--- src/rtl/mcoll_pkg.sv ---
package mcoll_pkg;
  localparam int BYTE_W = 8;

  // Parity mismatch over a data byte plus its parity bit.
  function automatic logic parity_bad(input logic [BYTE_W-1:0] d, input logic p,
                                      input logic odd);
    return ((^d) ^ p) != odd;
  endfunction
endpackage

--- src/rtl/mcoll_bitdec.sv ---
module mcoll_bitdec #(
  parameter int AMP_W = 4,
  parameter int LVL_W = 4
) (
  input  logic [AMP_W-1:0] amp_early,
  input  logic [AMP_W-1:0] amp_late,
  input  logic [LVL_W-1:0] level,
  output logic             coll,
  output logic             raw
);
  localparam int CMP_W = (AMP_W > LVL_W) ? AMP_W : LVL_W;

  function automatic logic [AMP_W-1:0] weaker(input logic [AMP_W-1:0] a,
                                              input logic [AMP_W-1:0] b);
    return (a < b) ? a : b;
  endfunction

  logic [CMP_W-1:0] weak_ext, lvl_ext;
  assign weak_ext = CMP_W'(weaker(amp_early, amp_late));
  assign lvl_ext  = CMP_W'(level);
  assign coll     = weak_ext > lvl_ext;
  assign raw      = amp_early > amp_late;
endmodule

--- src/rtl/mcoll_track.sv ---
module mcoll_track #(
  parameter int POS_W = 8
) (
  input  logic             clk,
  input  logic             rst_n,
  input  logic             frame_start,
  input  logic             acc,
  input  logic             coll,
  output logic             coll_err,
  output logic [POS_W-1:0] coll_pos
);
  localparam logic [POS_W-1:0] POS_MAX = '1;

  logic [POS_W-1:0] pos_cnt;

  always_ff @(posedge clk or negedge rst_n) begin
    if (!rst_n) begin
      pos_cnt  <= '0;
      coll_err <= 1'b0;
      coll_pos <= '0;
    end else if (frame_start) begin
      pos_cnt  <= '0;
      coll_err <= 1'b0;
      coll_pos <= '0;
    end else if (acc) begin
      if (pos_cnt != POS_MAX) pos_cnt <= pos_cnt + 1'b1;
      if (coll && !coll_err) begin
        coll_err <= 1'b1;
        coll_pos <= pos_cnt;
      end
    end
  end

  p_pos_saturate_r5: assert property (@(posedge clk) disable iff (!rst_n)
    (pos_cnt == POS_MAX && !frame_start) |=> pos_cnt == POS_MAX);
  p_pos_hold_r5: assert property (@(posedge clk) disable iff (!rst_n)
    (coll_err && !frame_start) |=> $stable(coll_pos));
  p_err_sticky_r3: assert property (@(posedge clk) disable iff (!rst_n)
    (coll_err && !frame_start) |=> coll_err);
  p_frame_clear_r9: assert property (@(posedge clk) disable iff (!rst_n)
    frame_start |=> (!coll_err && coll_pos == '0 && pos_cnt == '0));
endmodule

--- src/rtl/mcoll_framer.sv ---
module mcoll_framer
  import mcoll_pkg::*;
(
  input  logic              clk,
  input  logic              rst_n,
  input  logic              frame_start,
  input  logic              acc,
  input  logic              bit_in,
  input  logic              coll,
  input  logic              par_en,
  input  logic              par_odd,
  output logic              bit_valid,
  output logic              bit_out,
  output logic              byte_valid,
  output logic [BYTE_W-1:0] byte_data,
  output logic              par_err
);
  localparam int IDX_W = $clog2(BYTE_W + 1);
  localparam logic [IDX_W-1:0] LAST_DATA = IDX_W'(BYTE_W - 1);
  localparam logic [IDX_W-1:0] PAR_SLOT  = IDX_W'(BYTE_W);

  logic [IDX_W-1:0]  idx;
  logic [BYTE_W-1:0] sh;
  logic              par_slot;
  logic [BYTE_W-1:0] sh_next;

  assign par_slot = (idx == PAR_SLOT);
  assign sh_next  = {bit_in, sh[BYTE_W-1:1]};

  always_ff @(posedge clk or negedge rst_n) begin
    if (!rst_n) begin
      idx        <= '0;
      sh         <= '0;
      bit_valid  <= 1'b0;
      bit_out    <= 1'b0;
      byte_valid <= 1'b0;
      byte_data  <= '0;
      par_err    <= 1'b0;
    end else begin
      bit_valid  <= 1'b0;
      byte_valid <= 1'b0;
      if (frame_start) begin
        idx     <= '0;
        sh      <= '0;
        par_err <= 1'b0;
      end else if (acc) begin
        bit_valid <= 1'b1;
        bit_out   <= bit_in;
        if (par_slot) begin
          byte_data  <= sh;
          byte_valid <= 1'b1;
          idx        <= '0;
          if (coll || parity_bad(sh, bit_in, par_odd)) par_err <= 1'b1;
        end else begin
          sh <= sh_next;
          if (idx == LAST_DATA) begin
            if (par_en) begin
              idx <= PAR_SLOT;
            end else begin
              byte_data  <= sh_next;
              byte_valid <= 1'b1;
              idx        <= '0;
            end
          end else begin
            idx <= idx + 1'b1;
          end
        end
      end
    end
  end

  p_byte_with_bit_r6: assert property (@(posedge clk) disable iff (!rst_n)
    byte_valid |-> bit_valid);
  p_parity_coll_r8: assert property (@(posedge clk) disable iff (!rst_n)
    (acc && !frame_start && par_slot && coll) |=> par_err);
  p_bit_echo_r10: assert property (@(posedge clk) disable iff (!rst_n)
    (acc && !frame_start) |=> (bit_valid && bit_out == $past(bit_in)));
endmodule

--- src/rtl/mcoll_rx.sv ---
module mcoll_rx
  import mcoll_pkg::*;
#(
  parameter int AMP_W = 4,
  parameter int LVL_W = 4,
  parameter int POS_W = 8
) (
  input  logic              clk,
  input  logic              rst_n,
  input  logic              frame_start,
  input  logic              in_valid,
  input  logic [AMP_W-1:0]  amp_early,
  input  logic [AMP_W-1:0]  amp_late,
  input  logic [LVL_W-1:0]  coll_level,
  input  logic              zac_en,
  input  logic              par_en,
  input  logic              par_odd,
  output logic              bit_valid,
  output logic              bit_out,
  output logic              byte_valid,
  output logic [BYTE_W-1:0] byte_data,
  output logic              coll_err,
  output logic              par_err,
  output logic [POS_W-1:0]  coll_pos
);
  logic acc, coll_now, raw_now, forced, eff_bit;

  assign acc     = in_valid && !frame_start;
  assign forced  = zac_en && coll_err;
  assign eff_bit = forced ? 1'b0 : (coll_now ? 1'b1 : raw_now);

  mcoll_bitdec #(.AMP_W(AMP_W), .LVL_W(LVL_W)) u_dec (
    .amp_early(amp_early), .amp_late(amp_late), .level(coll_level),
    .coll(coll_now), .raw(raw_now));

  mcoll_track #(.POS_W(POS_W)) u_trk (
    .clk(clk), .rst_n(rst_n), .frame_start(frame_start), .acc(acc),
    .coll(coll_now), .coll_err(coll_err), .coll_pos(coll_pos));

  mcoll_framer u_frm (
    .clk(clk), .rst_n(rst_n), .frame_start(frame_start), .acc(acc),
    .bit_in(eff_bit), .coll(coll_now), .par_en(par_en), .par_odd(par_odd),
    .bit_valid(bit_valid), .bit_out(bit_out), .byte_valid(byte_valid),
    .byte_data(byte_data), .par_err(par_err));

  p_coll_one_r2: assert property (@(posedge clk) disable iff (!rst_n)
    (acc && coll_now && !forced) |=> bit_out);
  p_coll_flag_r3: assert property (@(posedge clk) disable iff (!rst_n)
    (acc && coll_now) |=> coll_err);
  p_zero_force_r4: assert property (@(posedge clk) disable iff (!rst_n)
    (acc && zac_en && coll_err) |=> !bit_out);
  p_discard_r9: assert property (@(posedge clk) disable iff (!rst_n)
    frame_start |=> !bit_valid);
endmodule

--- config.mk ---
export PLATFORM = sky130hd
export DESIGN_NAME = mcoll_rx
export DESIGN_NICKNAME = d
export VERILOG_FILES = /design/src/rtl/mcoll_pkg.sv /design/src/rtl/mcoll_bitdec.sv /design/src/rtl/mcoll_track.sv /design/src/rtl/mcoll_framer.sv /design/src/rtl/mcoll_rx.sv
export SDC_FILE = /design/constraint.sdc
export NUM_CORES = 1
export LEC_CHECK = 0
export CAP_MARGIN = 10
export CORE_ASPECT_RATIO = 0.5
export CORE_UTILIZATION = 52
export DETAILED_ROUTE_END_ITERATION = 16
export PLACE_DENSITY = 0.88
export SLEW_MARGIN = 20
export SYNTH_ARGS = -nofsm -noshare
export SYNTH_HDL_FRONTEND = slang
export SYNTH_SLANG_ARGS = --single-unit
--- constraint.sdc ---
create_clock -name clk -period 2.1 [get_ports clk]
set_input_delay 0.21 -clock clk [delete_from_list [all_inputs] [get_ports clk]]
set_output_delay 0.21 -clock clk [all_outputs]
set_load 0.02 [all_outputs]
## Word-level counts from Yosys, hierarchy flattened

Cells that the tools add are included.

| word-level totals | value |
|---|---|
| memories kept | 0 |
| bits in read-only memories | 0 |
| bits in latches | 0 |
| memory bits (writable) | 0 |
| bits of input ports | 19 |
| register bits | 41 |

| operators by class | value |
|---|---|
| multiply operators | 0 |
| reductions and logical operators | 19 |
| mux-type cells | 34 |
| magnitude comparators | 3 |
| bitwise logic cells | 2 |
| $add $sub $neg | 2 |
| equal/unequal tests | 6 |
| divide/modulo/power cells | 0 |
| shift operators | 0 |

Operators by type and width:

| cell | number |
|---|---|
| 2-to-1 mux 8 bit | 12 |
| 2-to-1 mux 4 bit | 6 |
| 2-to-1 mux 1 bit | 16 |
| nonzero test 2 bit | 6 |
| adder 8 x 1 -> 8 bit (second input constant) | 1 |
| greater-than comparator 4 bit | 2 |
| inequality test 8 bit (second input constant) | 1 |
| AND reduction 2 bit | 4 |
| parity 8 bit | 1 |
| adder 4 x 1 -> 4 bit (second input constant) | 1 |
| equality test 4 x 3 -> 1 bit (second input constant) | 1 |
| equality test 4 bit (second input constant) | 1 |
| less-than comparator 4 bit | 1 |
| AND reduction 4 bit | 1 |
| logical AND 1 bit | 3 |
| AND reduction 3 bit | 1 |
| logical NOT 1 bit | 2 |
| inequality test 2 x 1 -> 1 bit (second input constant) | 1 |
| inequality test 2 bit (second input constant) | 1 |
| logical OR 1 bit | 1 |
| inequality test 1 bit | 1 |
| NOT 1 bit | 1 |
| bitwise XOR 1 bit | 1 |

## Logic depth before layout (Yosys ltp)

Gate-level depths: netlist of the first run.

| depth | value |
|---|---|
| word-level depth | 12 |
| depth in mapped cells | 14 |
| gate-level depth less buffers | 13 |

## Hierarchy

From an unflattened synthesis of the first run, not the netlist that was laid out.

| second synthesis, totals | value |
|---|---|
| cell total of the unflattened synthesis | 227 |
| area, all modules | 2287.2 µm² |

By module, submodules not included:

| module | instances | cells each | area each (µm²) |
|---|---|---|---|
| mcoll_framer | 1 | 117 | 1181.1 |
| mcoll_track | 1 | 76 | 819.5 |
| mcoll_bitdec | 1 | 32 | 265.3 |
| mcoll_rx | 1 | 2 | 21.3 |

## Least setup slack after synthesis of the first run

Ideal clock, no wire load.

| timing path | value |
|---|---|
| path kind | input port to flip-flop |
| from | input port amp_late[1] |
| to | register u_trk.coll_pos[0] |
| library setup time | 121 ps |
| data arrival time | 2613 ps |
| stages on the path | 13 |
| data required time | 1979 ps |
| slack | -634 ps |
| path through | inv_1 > ha_1 > nor2b_1 > o211ai_1 > nand2_1 > mux2_1 > ha_1 > nor2b_1 > o211ai_1 > a21oi_4 > and3_1 > clkbuf_1 > a22o_1 |

| between the ends | value |
|---|---|
| longest elaborated chain between the ends | 6 |

RTL lines:

| element | RTL line | text |
|---|---|---|
| from (decl) | mcoll_rx.sv:13 | `input logic [AMP_W-1:0] amp_late,` |
| less-than comparator 4 bit | mcoll_bitdec.sv:15 | `return (a < b) ? a : b;` |
| 2-to-1 mux 4 bit (*) | mcoll_bitdec.sv:15 |  |
| greater-than comparator 4 bit (*) | mcoll_bitdec.sv:21 | `assign coll = weak_ext > lvl_ext;` |
| logical AND 1 bit (*) | mcoll_track.sv:27 | `if (coll && !coll_err) begin` |
| nonzero test 2 bit (no source line) (*) | n/a |  |
| AND reduction 2 bit (no source line) (*) | n/a |  |
| to (signal assigned) | mcoll_track.sv:29 | `coll_pos <= pos_cnt;` |
| to (decl) | mcoll_track.sv:10 | `output logic [POS_W-1:0] coll_pos` |

Mark *: on every way between the ends. The rest lies on a longest branch, timed or not.
A chain may end at the register's enable or synchronous reset.

## Worst setup path after layout of the first run

| timing path | value |
|---|---|
| from | input port amp_late[1] |
| to | register u_frm.par_err |

| between the ends | value |
|---|---|
| longest elaborated chain between the ends | 10 |
| elaborated cells between the ends (all ways) | 11 |

RTL lines:

| element | RTL line | text |
|---|---|---|
| less-than comparator 4 bit | mcoll_bitdec.sv:15 |  |
| 2-to-1 mux 4 bit | mcoll_bitdec.sv:15 |  |
| greater-than comparator 4 bit | mcoll_bitdec.sv:21 |  |
| 2-to-1 mux 1 bit (2 in series) | mcoll_rx.sv:30 | `assign eff_bit = forced ? 1'b0 : (coll_now ? 1'b1 : raw_now);` |
| bitwise XOR 1 bit | mcoll_pkg.sv:7 | `return ((^d) ^ p) != odd;` |
| inequality test 1 bit | mcoll_pkg.sv:7 |  |
| logical OR 1 bit (*) | mcoll_framer.sv:53 | `if (coll \|\| parity_bad(sh, bit_in, par_odd)) par_err <= 1'b1;` |
| nonzero test 2 bit (no source line) (*) | n/a |  |
| AND reduction 3 bit (no source line) (*) | n/a |  |
| to (signal assigned) | mcoll_framer.sv:38 | `par_err <= 1'b0;` |
| to (signal assigned) | mcoll_framer.sv:45 | `par_err <= 1'b0;` |
| to (signal assigned) | mcoll_framer.sv:53 |  |
| to (decl) | mcoll_framer.sv:16 | `output logic par_err` |

Marks and branches as above.

==> results.yml, run 1 <==
logic_synthesis:
  synth_cell_types: 42
  synth_top_area_frac: 0.4734
  yosysSeqAreaShare: 0.4734
  synth_edf_count: 0
  synthCells: 218
  synth_nets: 249
  synthTopCellsByArea: "dfrtp_1 47%, ha_1 6.9%, nand2_1 4.5%"
  synth_ff_type: "dfrtp_1"
  yosysWarnings: 0
  synthArstFlopShare: 1.000
  synth_top_area_cell: "dfrtp_1"
  ys_ff_latch: 41
  avgSynthCellArea_um2: 9.941
  syn_area_mm2: 0.002167
worst_setup_path:
  crit_buf_inv: 2
  crit_type: "primary input to flip-flop"
  worst_r2r_endpoint: "u_frm.par_err"
  cpMaxStageDelayCell: "nor4b_1"
  r2r_setup_slack_ns: 0.15
  critPathMaxStageDelay_ns: 0.52
  cp-start-kind: "primary input"
  cp_max_fo: 7
  cp_data_required_time_ns: 2.25
  r2r_start: "u_frm.sh[6]"
  crit_arrival_ns: 2.75
  path_cells: "buf_12, inv_12, ha_4, nor2b_4, o211ai_1, nand2_2, mux2_4, ha_4, nor2b_4, o211ai_1, a21oi_4, nor4b_1, a2111oi_2"
  critPathCaptureType: "flip-flop"
  cp_top_family: "simple AND/OR/NAND/NOR gates"
  r2r_cells: 5
floorplan:
  start_util: 0.5495
  die-area_mm2: 0.004446
  die_y_um: 47.65
  io_pins: 40
  rows: 16
  die_w_um: 93.30
  core_mm2: 0.003944
clock_network:
  cts_tree: "done"
  cts_buffers: 5
  clkSlewWorstSetupHoldPaths_ns: 0.08
  cts_root_buffer: "clkbuf_8"
  cts_num_sinks: 41
  clk_path_buf_depth: 2
  cts-htree-levels: 2
  cts_hold_buf: 0
  clock_latency_ns: 0.30
sta:
  hold_viol: 0
  fin_skew_ns: 0.01005
  finalSetupViolCount: 13
  finalCritPeriodShare: 1.235
  period_needed_ns: 2.594
  final_max_slew_viol_count: 0
  tightest_slew_ns: 0.9170
  rsz0062_at_grt: "true"
  finalWorstSetupSlack_ns: -0.4942
  clock.fmax_mhz: 385.5
  slew_headroom: 0.3887
  holdWs_ns: 0.03561
placement:
  gp_congestion: 0.8387
  port_buffers: 39
  dp_hpwl_mm: 3.386
route:
  drtPass1Iterations: 4
  antenna_left: 0
  via_count: 1847
  drcViolationCount: 0
  routed_wl_mm: 5.165
  detail_route.wl_per_cell_um: 16.04
  drt_iter0_drc: 86
  avgViaCountPerCell: 5.736
power_and_ir_drop:
  peakVddDrop_v: 0.0003426
  power_mw: 1.883
  power_per_cell_area_mw_per_mm2: 642.4
  p_leak_nw: 1.334
global_routing:
  met3_usage: 0.06667
  grt_use_total: 0.2381
  antenna_found_initial: 0
  gr-usage-met2: 0.3971
  overflow: 0
  first_global_vias: 1630
  grt_max_degree: 42
  gr-max-usage-layer: "met2"
  grt_first_pass_wirelength_mm: 7.776
  grtUsageMet1: 0.3116
finish:
  drive_above_1_share: 0.1530
  area_growth_pct: 35.28
  diodes: 0
  nNetsFinal: 298
status:
  status: "finished, violations left"
  violations: "negative setup slack"
worst_hold_path:
  hold_class: "primary input to asynchronous set/reset pin"
flow_run:
  maxCapViolations: 0
-- cell type report --
type / count / area [um^2]
inverters: 13 / 61.31
flip-flops and latches: 41 / 1026
repair buffers: 51 / 490.5
clock buffers: 7 / 86.33
clock inverters: 1 / 30.03
well taps: 54 / 67.56
multi-input cells: 155 / 1170
fillers: 250 / 1012
-- cells by family (layout without fill, tap and decap cells) --
| family | after synthesis | after routing | share of synthesized area |
|---|---|---|---|
| AOI/OAI and AO/OA | 54 | 54 | 0.1651 |
| and+or+nand+nor | 65 | 65 | 0.1420 |
| muxes | 11 | 11 | 0.05254 |
| xor gates and xnor gates | 13 | 13 | 0.05889 |
| adders and majority gates | 12 | 12 | 0.06928 |
| DFF | 41 | 41 | 0.4734 |
| buffers and inverters | 22 | 72 | 0.03868 |
-- where the power goes --
| group | internal [mW] | switching, mW |
|---|---|---|
| Clock | 0.388 | 0.279 |
| Sequential | 0.816 | 0.0238 |
| Combinational | 0.185 | 0.192 |
| Total | 1.39 | 0.495 |
-- cell usage after synthesis, types with 2 or more instances --
cell	n
mux2_1	2
xor2_1	5
a21oi_1	18
clkbuf_1	7
and3_1	2
nor3_1	2
inv_1	12
o21ai_1	10
a31oi_1	2
nand4_1	3
nand3b_1	2
xnor2_1	7
a22o_1	7
nand3_1	10
nand2_1	26
nor2b_1	3
dfrtp_1	41
and4_1	2
ha_1	12
o211ai_1	5
mux2i_1	8
nor2_1	12
-- repair_timing --
| item | 4_1_cts | 5_1_grt |
|---|---|---|
| setup endpoints to repair | 13 | 13 |
| pin swaps | 14 | 4 |
| resized for setup | 39 | 5 |
| setup buffers | 2 | 0 |
-- sequential cells by signal (all words and copies together), names as in the netlist --
| name | flops |
|---|---|
| u_frm.idx | 4 |
| u_frm.byte_valid | 1 |
| u_frm.bit_out | 1 |
| u_frm.byte_data | 8 |
| u_trk.coll_err | 1 |
| u_trk.coll_pos | 8 |
| u_frm.par_err | 1 |
| u_frm.sh | 8 |
| u_trk.pos_cnt | 8 |
| u_frm.bit_valid | 1 |
-- how the worst max path moves through the flow --
stage | cells after the start | slack [ns] | end | from
3_3_place_gp | 13 | -1.13 | u_trk.coll_pos[1] | amp_late[1]
6_report | 13 | -0.49 | u_frm.par_err | amp_late[1]
5_1_grt | 12 | -0.60 | u_frm.par_err | amp_late[2]
3_5_place_dp | 13 | -1.32 | u_trk.coll_pos[2] | amp_late[1]
4_1_cts | 13 | -0.33 | u_frm.par_err | amp_late[1]
2_1_floorplan | 13 | -0.50 | u_trk.coll_pos[0] | amp_late[1]
-- layer usage --
layer | wire length [um] | vias up
li1 | - | 869
met1 | 2354 | 910
met2 | 2431 | 59
met3 | 314 | 9
met4 | 64 | 0
met5 | 0 | -
-- cells in the final DEF (no fill, tap or decap), types with 2 or more instances in the layout --
cell type / count
o211ai_1: 5
nor2b_4: 2
mux2i_1: 8
nand4_1: 3
o21ai_1: 10
ha_1: 8
buf_6: 2
and4_1: 2
dfrtp_1: 41
clkbuf_8: 6
clkdlybuf4s15_1: 6
inv_1: 9
nand2_1: 25
inv_2: 3
a22o_1: 7
a21oi_4: 2
a21oi_1: 17
xnor2_1: 7
nand3b_1: 2
xor2_1: 5
ha_4: 4
buf_4: 11
nand3_1: 10
clkdlybuf4s50_1: 30
nor2_1: 12
-- through the flow --
stage | util | setup TNS (ns) | instances | worst slack (ns) | area [um^2]
finish | 0.7433 | -4.687 | 322 | -0.4942 | 2932
detailed placement | 0.6865 | -16.46 | 312 | -1.321 | 2708
global route | 0.7433 | -5.754 | 322 | -0.5987 | 2932
CTS | 0.7389 | -3.264 | 322 | -0.3303 | 2914
floorplan | - | -5.513 | 218 | -0.5026 | 2225
global placement | 0.6865 | -14.29 | 312 | -1.127 | 2708
No activity file was read; power rests on OpenSTA's default activity.
==> inputs of run 2 (changes only) <==
--- a/config.mk
+++ b/config.mk
@@ -8,9 +8,11 @@
 export CAP_MARGIN = 10
 export CORE_ASPECT_RATIO = 0.5
 export CORE_UTILIZATION = 52
+export CTS_CLUSTER_DIAMETER = 100
 export DETAILED_ROUTE_END_ITERATION = 16
+export GPL_TIMING_DRIVEN = 0
 export PLACE_DENSITY = 0.88
-export SLEW_MARGIN = 20
+export SLEW_MARGIN = 25
 export SYNTH_ARGS = -nofsm -noshare
 export SYNTH_HDL_FRONTEND = slang
 export SYNTH_SLANG_ARGS = --single-unit
==> results.yml, run 2 (synthesis gave the netlist of run 1 again) <==
floorplan:
  core_mm2: 0.003944
  die-area_mm2: 0.004446
  die_y_um: 47.65
  start_util: 0.5495
  rows: 16
  die_w_um: 93.30
  io_pins: 40
route:
  via_count: 1850
  routed_wl_mm: 5.258
  antenna_left: 0
  drtPass1Iterations: 4
  drt_iter0_drc: 46
  detail_route.wl_per_cell_um: 16.18
  drcViolationCount: 0
  avgViaCountPerCell: 5.692
worst_setup_path:
  crit_arrival_ns: 2.69
  crit_type: "primary input to flip-flop"
  cp_data_required_time_ns: 2.33
  cp-start-kind: "primary input"
  critPathCaptureType: "flip-flop"
  cp_max_fo: 7
  r2r_setup_slack_ns: 0.20
global_routing:
  grt_use_total: 0.2512
  overflow: 0
  grt_max_degree: 27
  grt_first_pass_wirelength_mm: 8.238
  first_global_vias: 1772
  antenna_found_initial: 0
sta:
  final_max_slew_viol_count: 0
  finalWorstSetupSlack_ns: -0.3549
  slew_headroom: 0.6294
  holdWs_ns: 0.3534
  finalSetupViolCount: 13
  period_needed_ns: 2.455
  fin_tns_setup_ns: -3.770
  hold_viol: 0
  tightest_slew_ns: 0.5558
  finalCritPeriodShare: 1.169
  fin_skew_ns: 0.005309
  rsz0062_at_grt: "true"
  clock.fmax_mhz: 407.3
placement:
  post-place-ws_ns: -1.446
  port_buffers: 38
  gp_congestion: 0.8110
  placed_area_mm2: 0.002688
  placed_cells: 311
  dp_hpwl_mm: 3.395
flow_run:
  maxCapViolations: 0
clock_network:
  cts_root_buffer: "clkbuf_8"
  cts_tree: "done"
  clk_path_buf_depth: 2
  cts_buffers: 5
  cts-htree-levels: 2
  clkSlewWorstSetupHoldPaths_ns: 0.08
  cts_num_sinks: 41
  clock_latency_ns: 0.30
finish:
  most-common-layout-cells: "41 x dfrtp_1, 29 x clkdlybuf4s50_1, 24 x nand2_1"
  final_common_cell: "dfrtp_1"
  postLayoutCellArea_mm2: 0.002983
  diodes: 0
  drive_above_1_share: 0.1550
  area_growth_pct: 37.64
  nNetsFinal: 301
  final_cells: 325
power_and_ir_drop:
  p_int_mw: 1.479
  combPwrFrac: 0.192
  p_sw_mw: 0.5018
  peakVddDrop_v: 0.0004537
  seq_power_share: 0.425
  power_per_cell_area_mw_per_mm2: 664.1
  pwr-share-clk: 0.383
  switching_share: 0.2533
  p_leak_nw: 1.345
status:
  status: "finished, violations left"
  violations: "negative setup slack"
worst_hold_path:
  hold_class: "primary input to asynchronous set/reset pin"
[run 2: changes by cell type in the layout (fill, tap and decap cells not counted), moves of 2 or more]
cell and change:
buf_4 -6, clkdlybuf4s15_1 -2, buf_12 +2, clkbuf_1 +4, dlygate4sd2_1 +2
[run 2: worst paths after layout]
path,to,start,cells after the start
max reg2reg,u_frm.byte_data[6],u_frm.idx[0],7
max in group asynchronous,u_frm.bit_valid,rst_n,3
min reg2reg,u_frm.byte_data[1],u_frm.byte_data[1],2
max,u_trk.coll_pos[1],amp_late[1],14
min in group clk,u_trk.coll_err,frame_start,2
min,u_frm.byte_data[2],rst_n,2
[run 2: area by class of cell]
cell class	count	area, um^2
Sequential cell	41	1026
Tap cell	54	67.56
Multi-Input combinational cell	155	1190
Fill cell	236	960.9
Clock inverter	3	65.06
Clock buffer	5	68.82
Timing Repair Buffer	46	471.7
Buffer	8	32.53
Inverter	13	61.31
[run 2: metrics by stage]
stage          power (mW)  utilization
2_1_floorplan       1.029            -
3_5_place_dp        1.161       0.6815
3_3_place_gp        1.146       0.6777
4_1_cts             1.953       0.7500
5_1_grt             2.057       0.7563
6_report            1.981       0.7563
[run 2: per-layer routing]
layer  vias to the layer above  GRT usage  routed length (um)
li1                        878          -                   -
met1                       913     0.3150                2464
met2                        48     0.4397                2483
met3                        11    0.04921                 219
met4                         0     0.1262                  91
met5                         -          0                   0
[run 2: critical path, cell delays in order]
cell and delay (ns):
buf_12 0.11, inv_12 0.04, ha_4 0.19, nor2b_4 0.12, o211ai_1 0.21, nand2_2 0.13
mux2_4 0.33, ha_4 0.22, nor2b_4 0.12, o211ai_1 0.25, a21oi_4 0.14, buf_12 0.15
a31oi_4 0.26, a22o_1 0.21
[run 2: power groups by stage]
stage,logic [mW],clock network (mW),registers (mW)
after global routing,0.416,0.797,0.843
after detailed placement,0.306,0,0.855
after floorplan,0.158,0,0.872
after CTS,0.363,0.750,0.840
after global placement,0.292,0,0.854
final,0.381,0.759,0.841
[run 2: timing repair]
item	in CTS	in global routing
buffers inserted	5	1
setup endpoints to repair	13	20
gates resized for setup	37	7
hold buffers	1	0
pin swaps	13	4
endpoints found under the hold margin	15	0
==> inputs of run 3 (changes only) <==
--- a/config.mk
+++ b/config.mk
@@ -5,13 +5,14 @@
 export SDC_FILE = /design/constraint.sdc
 export NUM_CORES = 1
 export LEC_CHECK = 0
+export ABC_AREA = 1
 export CAP_MARGIN = 10
 export CORE_ASPECT_RATIO = 0.5
-export CORE_UTILIZATION = 52
+export CORE_UTILIZATION = 53
 export CTS_CLUSTER_DIAMETER = 100
 export DETAILED_ROUTE_END_ITERATION = 16
 export GPL_TIMING_DRIVEN = 0
-export PLACE_DENSITY = 0.88
+export PLACE_DENSITY = 0.89
 export SLEW_MARGIN = 25
 export SYNTH_ARGS = -nofsm -noshare
 export SYNTH_HDL_FRONTEND = slang
==> results.yml, run 3 <==
power_and_ir_drop:
  power_per_cell_area_mw_per_mm2: 667.3
  p_int_mw: 1.439
  peakVddDrop_v: 0.0004575
  pwr-share-clk: 0.303
  power_mw: 2.098
  p_sw_mw: 0.6590
  combPwrFrac: 0.271
  switching_share: 0.3141
  seq_power_share: 0.426
  p_leak_nw: 1.486
finish:
  area_growth_pct: 37.47
  final_common_cell: "nand2_1"
  drive_above_1_share: 0.2644
  nNetsFinal: 379
  postLayoutCellArea_mm2: 0.003144
  seqCellArea_mm2: 0.001026
  diodes: 0
  multi_input_area_mm2: 0.001212
  most-common-layout-cells: "78 x nand2_1, 41 x dfrtp_1, 30 x clkdlybuf4s50_1"
  fillers: 263
  fin_util: 0.7814
logic_synthesis:
  avgSynthCellArea_um2: 7.997
  synth_nets: 317
  synth_edf_count: 0
  synth_top_area_frac: 0.4486
  synth_top_area_cell: "dfrtp_1"
  syn_area_mm2: 0.002287
  synth_cell_types: 33
  yosysSeqAreaShare: 0.4486
  synthCells: 286
  ys_ff_latch: 41
  synth_ff_type: "dfrtp_1"
  synthTopCellsByArea: "dfrtp_1 45%, nand2_1 14%, ha_1 6.6%"
  ys_top_cells_by_count: "86 x nand2_1, 41 x dfrtp_1, 34 x inv_1"
  yosysMostFrequentCell: "nand2_1"
  synthArstFlopShare: 1.000
  yosysWarnings: 0
worst_setup_path:
  crit_arrival_ns: 2.33
  r2r_cells: 6
  cp-start-kind: "primary input"
  crit_type: "primary input to flip-flop"
  worst_r2r_endpoint: "u_frm.sh[2]"
  crit_start: "amp_early[2]"
  r2r_setup_slack_ns: 0.37
  cpMaxStageDelayCell: "ha_1"
  critPathCaptureType: "flip-flop"
  crit_path_end: "u_trk.coll_pos[1]"
  cp_data_required_time_ns: 2.32
  critPathMaxStageDelay_ns: 0.30
  r2r_start: "u_frm.idx[0]"
  cp_max_fo: 7
  path_cells: "buf_2, ha_4, nand2_2, inv_2, nand2_2, nand2_4, nor2_4, a21oi_2, ha_1, nand2_1, nand2_1, nand2_1, nand2_1, nand2_2, nand2_2, o21ai_4, nor2_4, nand2_4, o21ai_2"
floorplan:
  die_y_um: 48.45
  core_mm2: 0.004024
  rows: 16
  die-area_mm2: 0.004598
  die_w_um: 94.90
  start_util: 0.5684
  io_pins: 40
route:
  antenna_left: 0
  drcViolationCount: 0
  avgViaCountPerCell: 5.567
  route.met3.wl_um: 435
  wl_met1_mm: 2.536
  detail_route.wl_per_cell_um: 15.66
  drtPass1Iterations: 5
  wl_met2_mm: 3.048
  routed_wl_mm: 6.294
  via_count: 2238
  top_layer: "met4"
  drt_iter0_drc: 162
sta:
  fin_skew_ns: 0.01183
  finalCritPeriodShare: 1.001
  finalSetupViolCount: 1
  slew_headroom: 0.6819
  fin_tns_setup_ns: -0.002884
  period_needed_ns: 2.103
  rsz0062_at_grt: "true"
  clock.fmax_mhz: 475.5
  tightest_slew_ns: 0.4772
  final_max_slew_viol_count: 0
  hold_viol: 0
  finalWorstSetupSlack_ns: -0.002884
clock_network:
  clkSlewWorstSetupHoldPaths_ns: 0.09
  cts_root_buffer: "clkbuf_8"
  clock_latency_ns: 0.31
  cts_buffers: 5
  cts_num_sinks: 41
  cts-htree-levels: 2
  cts_tree: "done"
  clk_path_buf_depth: 2
global_routing:
  grt_max_degree: 27
  grt_use_total: 0.2861
  first_global_vias: 2202
  overflow: 0
  antenna_found_initial: 0
  grt_first_pass_wirelength_mm: 9.956
placement:
  gp_congestion: 0.8507
  placed_area_mm2: 0.002768
  dp_hpwl_mm: 3.713
  port_buffers: 39
  post-place-ws_ns: -0.7855
status:
  status: "finished, violations left"
  violations: "negative setup slack"
worst_hold_path:
  hold_class: "primary input to asynchronous set/reset pin"
flow_run:
  maxCapViolations: 0
run 3: cell count changes after synthesis, moves of 5 or more:
cell      delta
a22o_1       -7
a21oi_1      -8
mux2i_1      -8
a31oi_1      +8
o21ai_0      +5
nand2_1     +60
inv_1       +22
clkbuf_1     -6
inv_2        +8
o22ai_1      +9
xnor2_1      -6
run 3: cells by family after synthesis:
kind of cell,after synthesis,synth area share
compound gates,50,0.1269
xor+xnor,3,0.01149
fa+ha+maj,12,0.06564
buf+inv,49,0.08916
flops,41,0.4486
simple gates,131,0.2582
run 3: per-stage QoR:
step           cells  hold slack [ns]
2_1_floorplan    286         -0.08559
3_3_place_gp     379           0.4566
3_5_place_dp     380           0.1610
4_1_cts          402           0.3795
5_1_grt          402           0.4315
6_report         402           0.3850
run 3: how the worst min path moves through the flow:
stage	start	endpoint	slack (ns)
4_1_cts	rst_n	u_frm.sh[7]	0.38
3_3_place_gp	u_frm.par_err	u_frm.par_err	0.46
6_report	rst_n	u_frm.byte_data[7]	0.39
5_1_grt	rst_n	u_frm.byte_data[5]	0.43
3_5_place_dp	rst_n	u_frm.byte_valid	0.16
2_1_floorplan	rst_n	u_frm.bit_out	-0.09
run 3: metal layers:
metal | vias up | GRT usage
li1 | 1050 | -
met1 | 1047 | 0.3368
met2 | 107 | 0.4760
met3 | 34 | 0.08648
met4 | 0 | 0.1439
met5 | - | 0
run 3: cell type report:
class / instances / share of cell area
multi-input combinational: 196 / 0.3856
clock inverter: 2 / 0.01114
buffer: 5 / 0.01154
tap: 54 / 0.02149
sequential: 41 / 0.3263
timing repair buffer: 55 / 0.1663
clock buffer: 5 / 0.02189
inverter: 44 / 0.05571
run 3: worst max-delay path: cells and delay by family:
| family | cells | cell delay, ns |
|---|---|---|
| buf+inv | 2 | 0.17 |
| compound gates | 3 | 0.29 |
| fa+ha+maj | 2 | 0.54 |
| simple gates | 12 | 1.12 |
run 3: timing repair:
item | in CTS | in global routing
setup endpoints to repair | 13 | 12
pin swaps | 19 | 21
hold endpoints to repair | 15 | 0
resized for setup | 52 | 27
buffers inserted | 14 | 0
hold buffers | 1 | 0
run 3: power by group through the flow:
stage | registers (mW) | clock network, mW | logic [mW]
4_1_cts | 0.892 | 0.627 | 0.523
6_report | 0.894 | 0.635 | 0.569
5_1_grt | 0.902 | 0.667 | 0.617
3_3_place_gp | 0.902 | 0 | 0.419
2_1_floorplan | 0.943 | 0 | 0.214
3_5_place_dp | 0.906 | 0 | 0.445
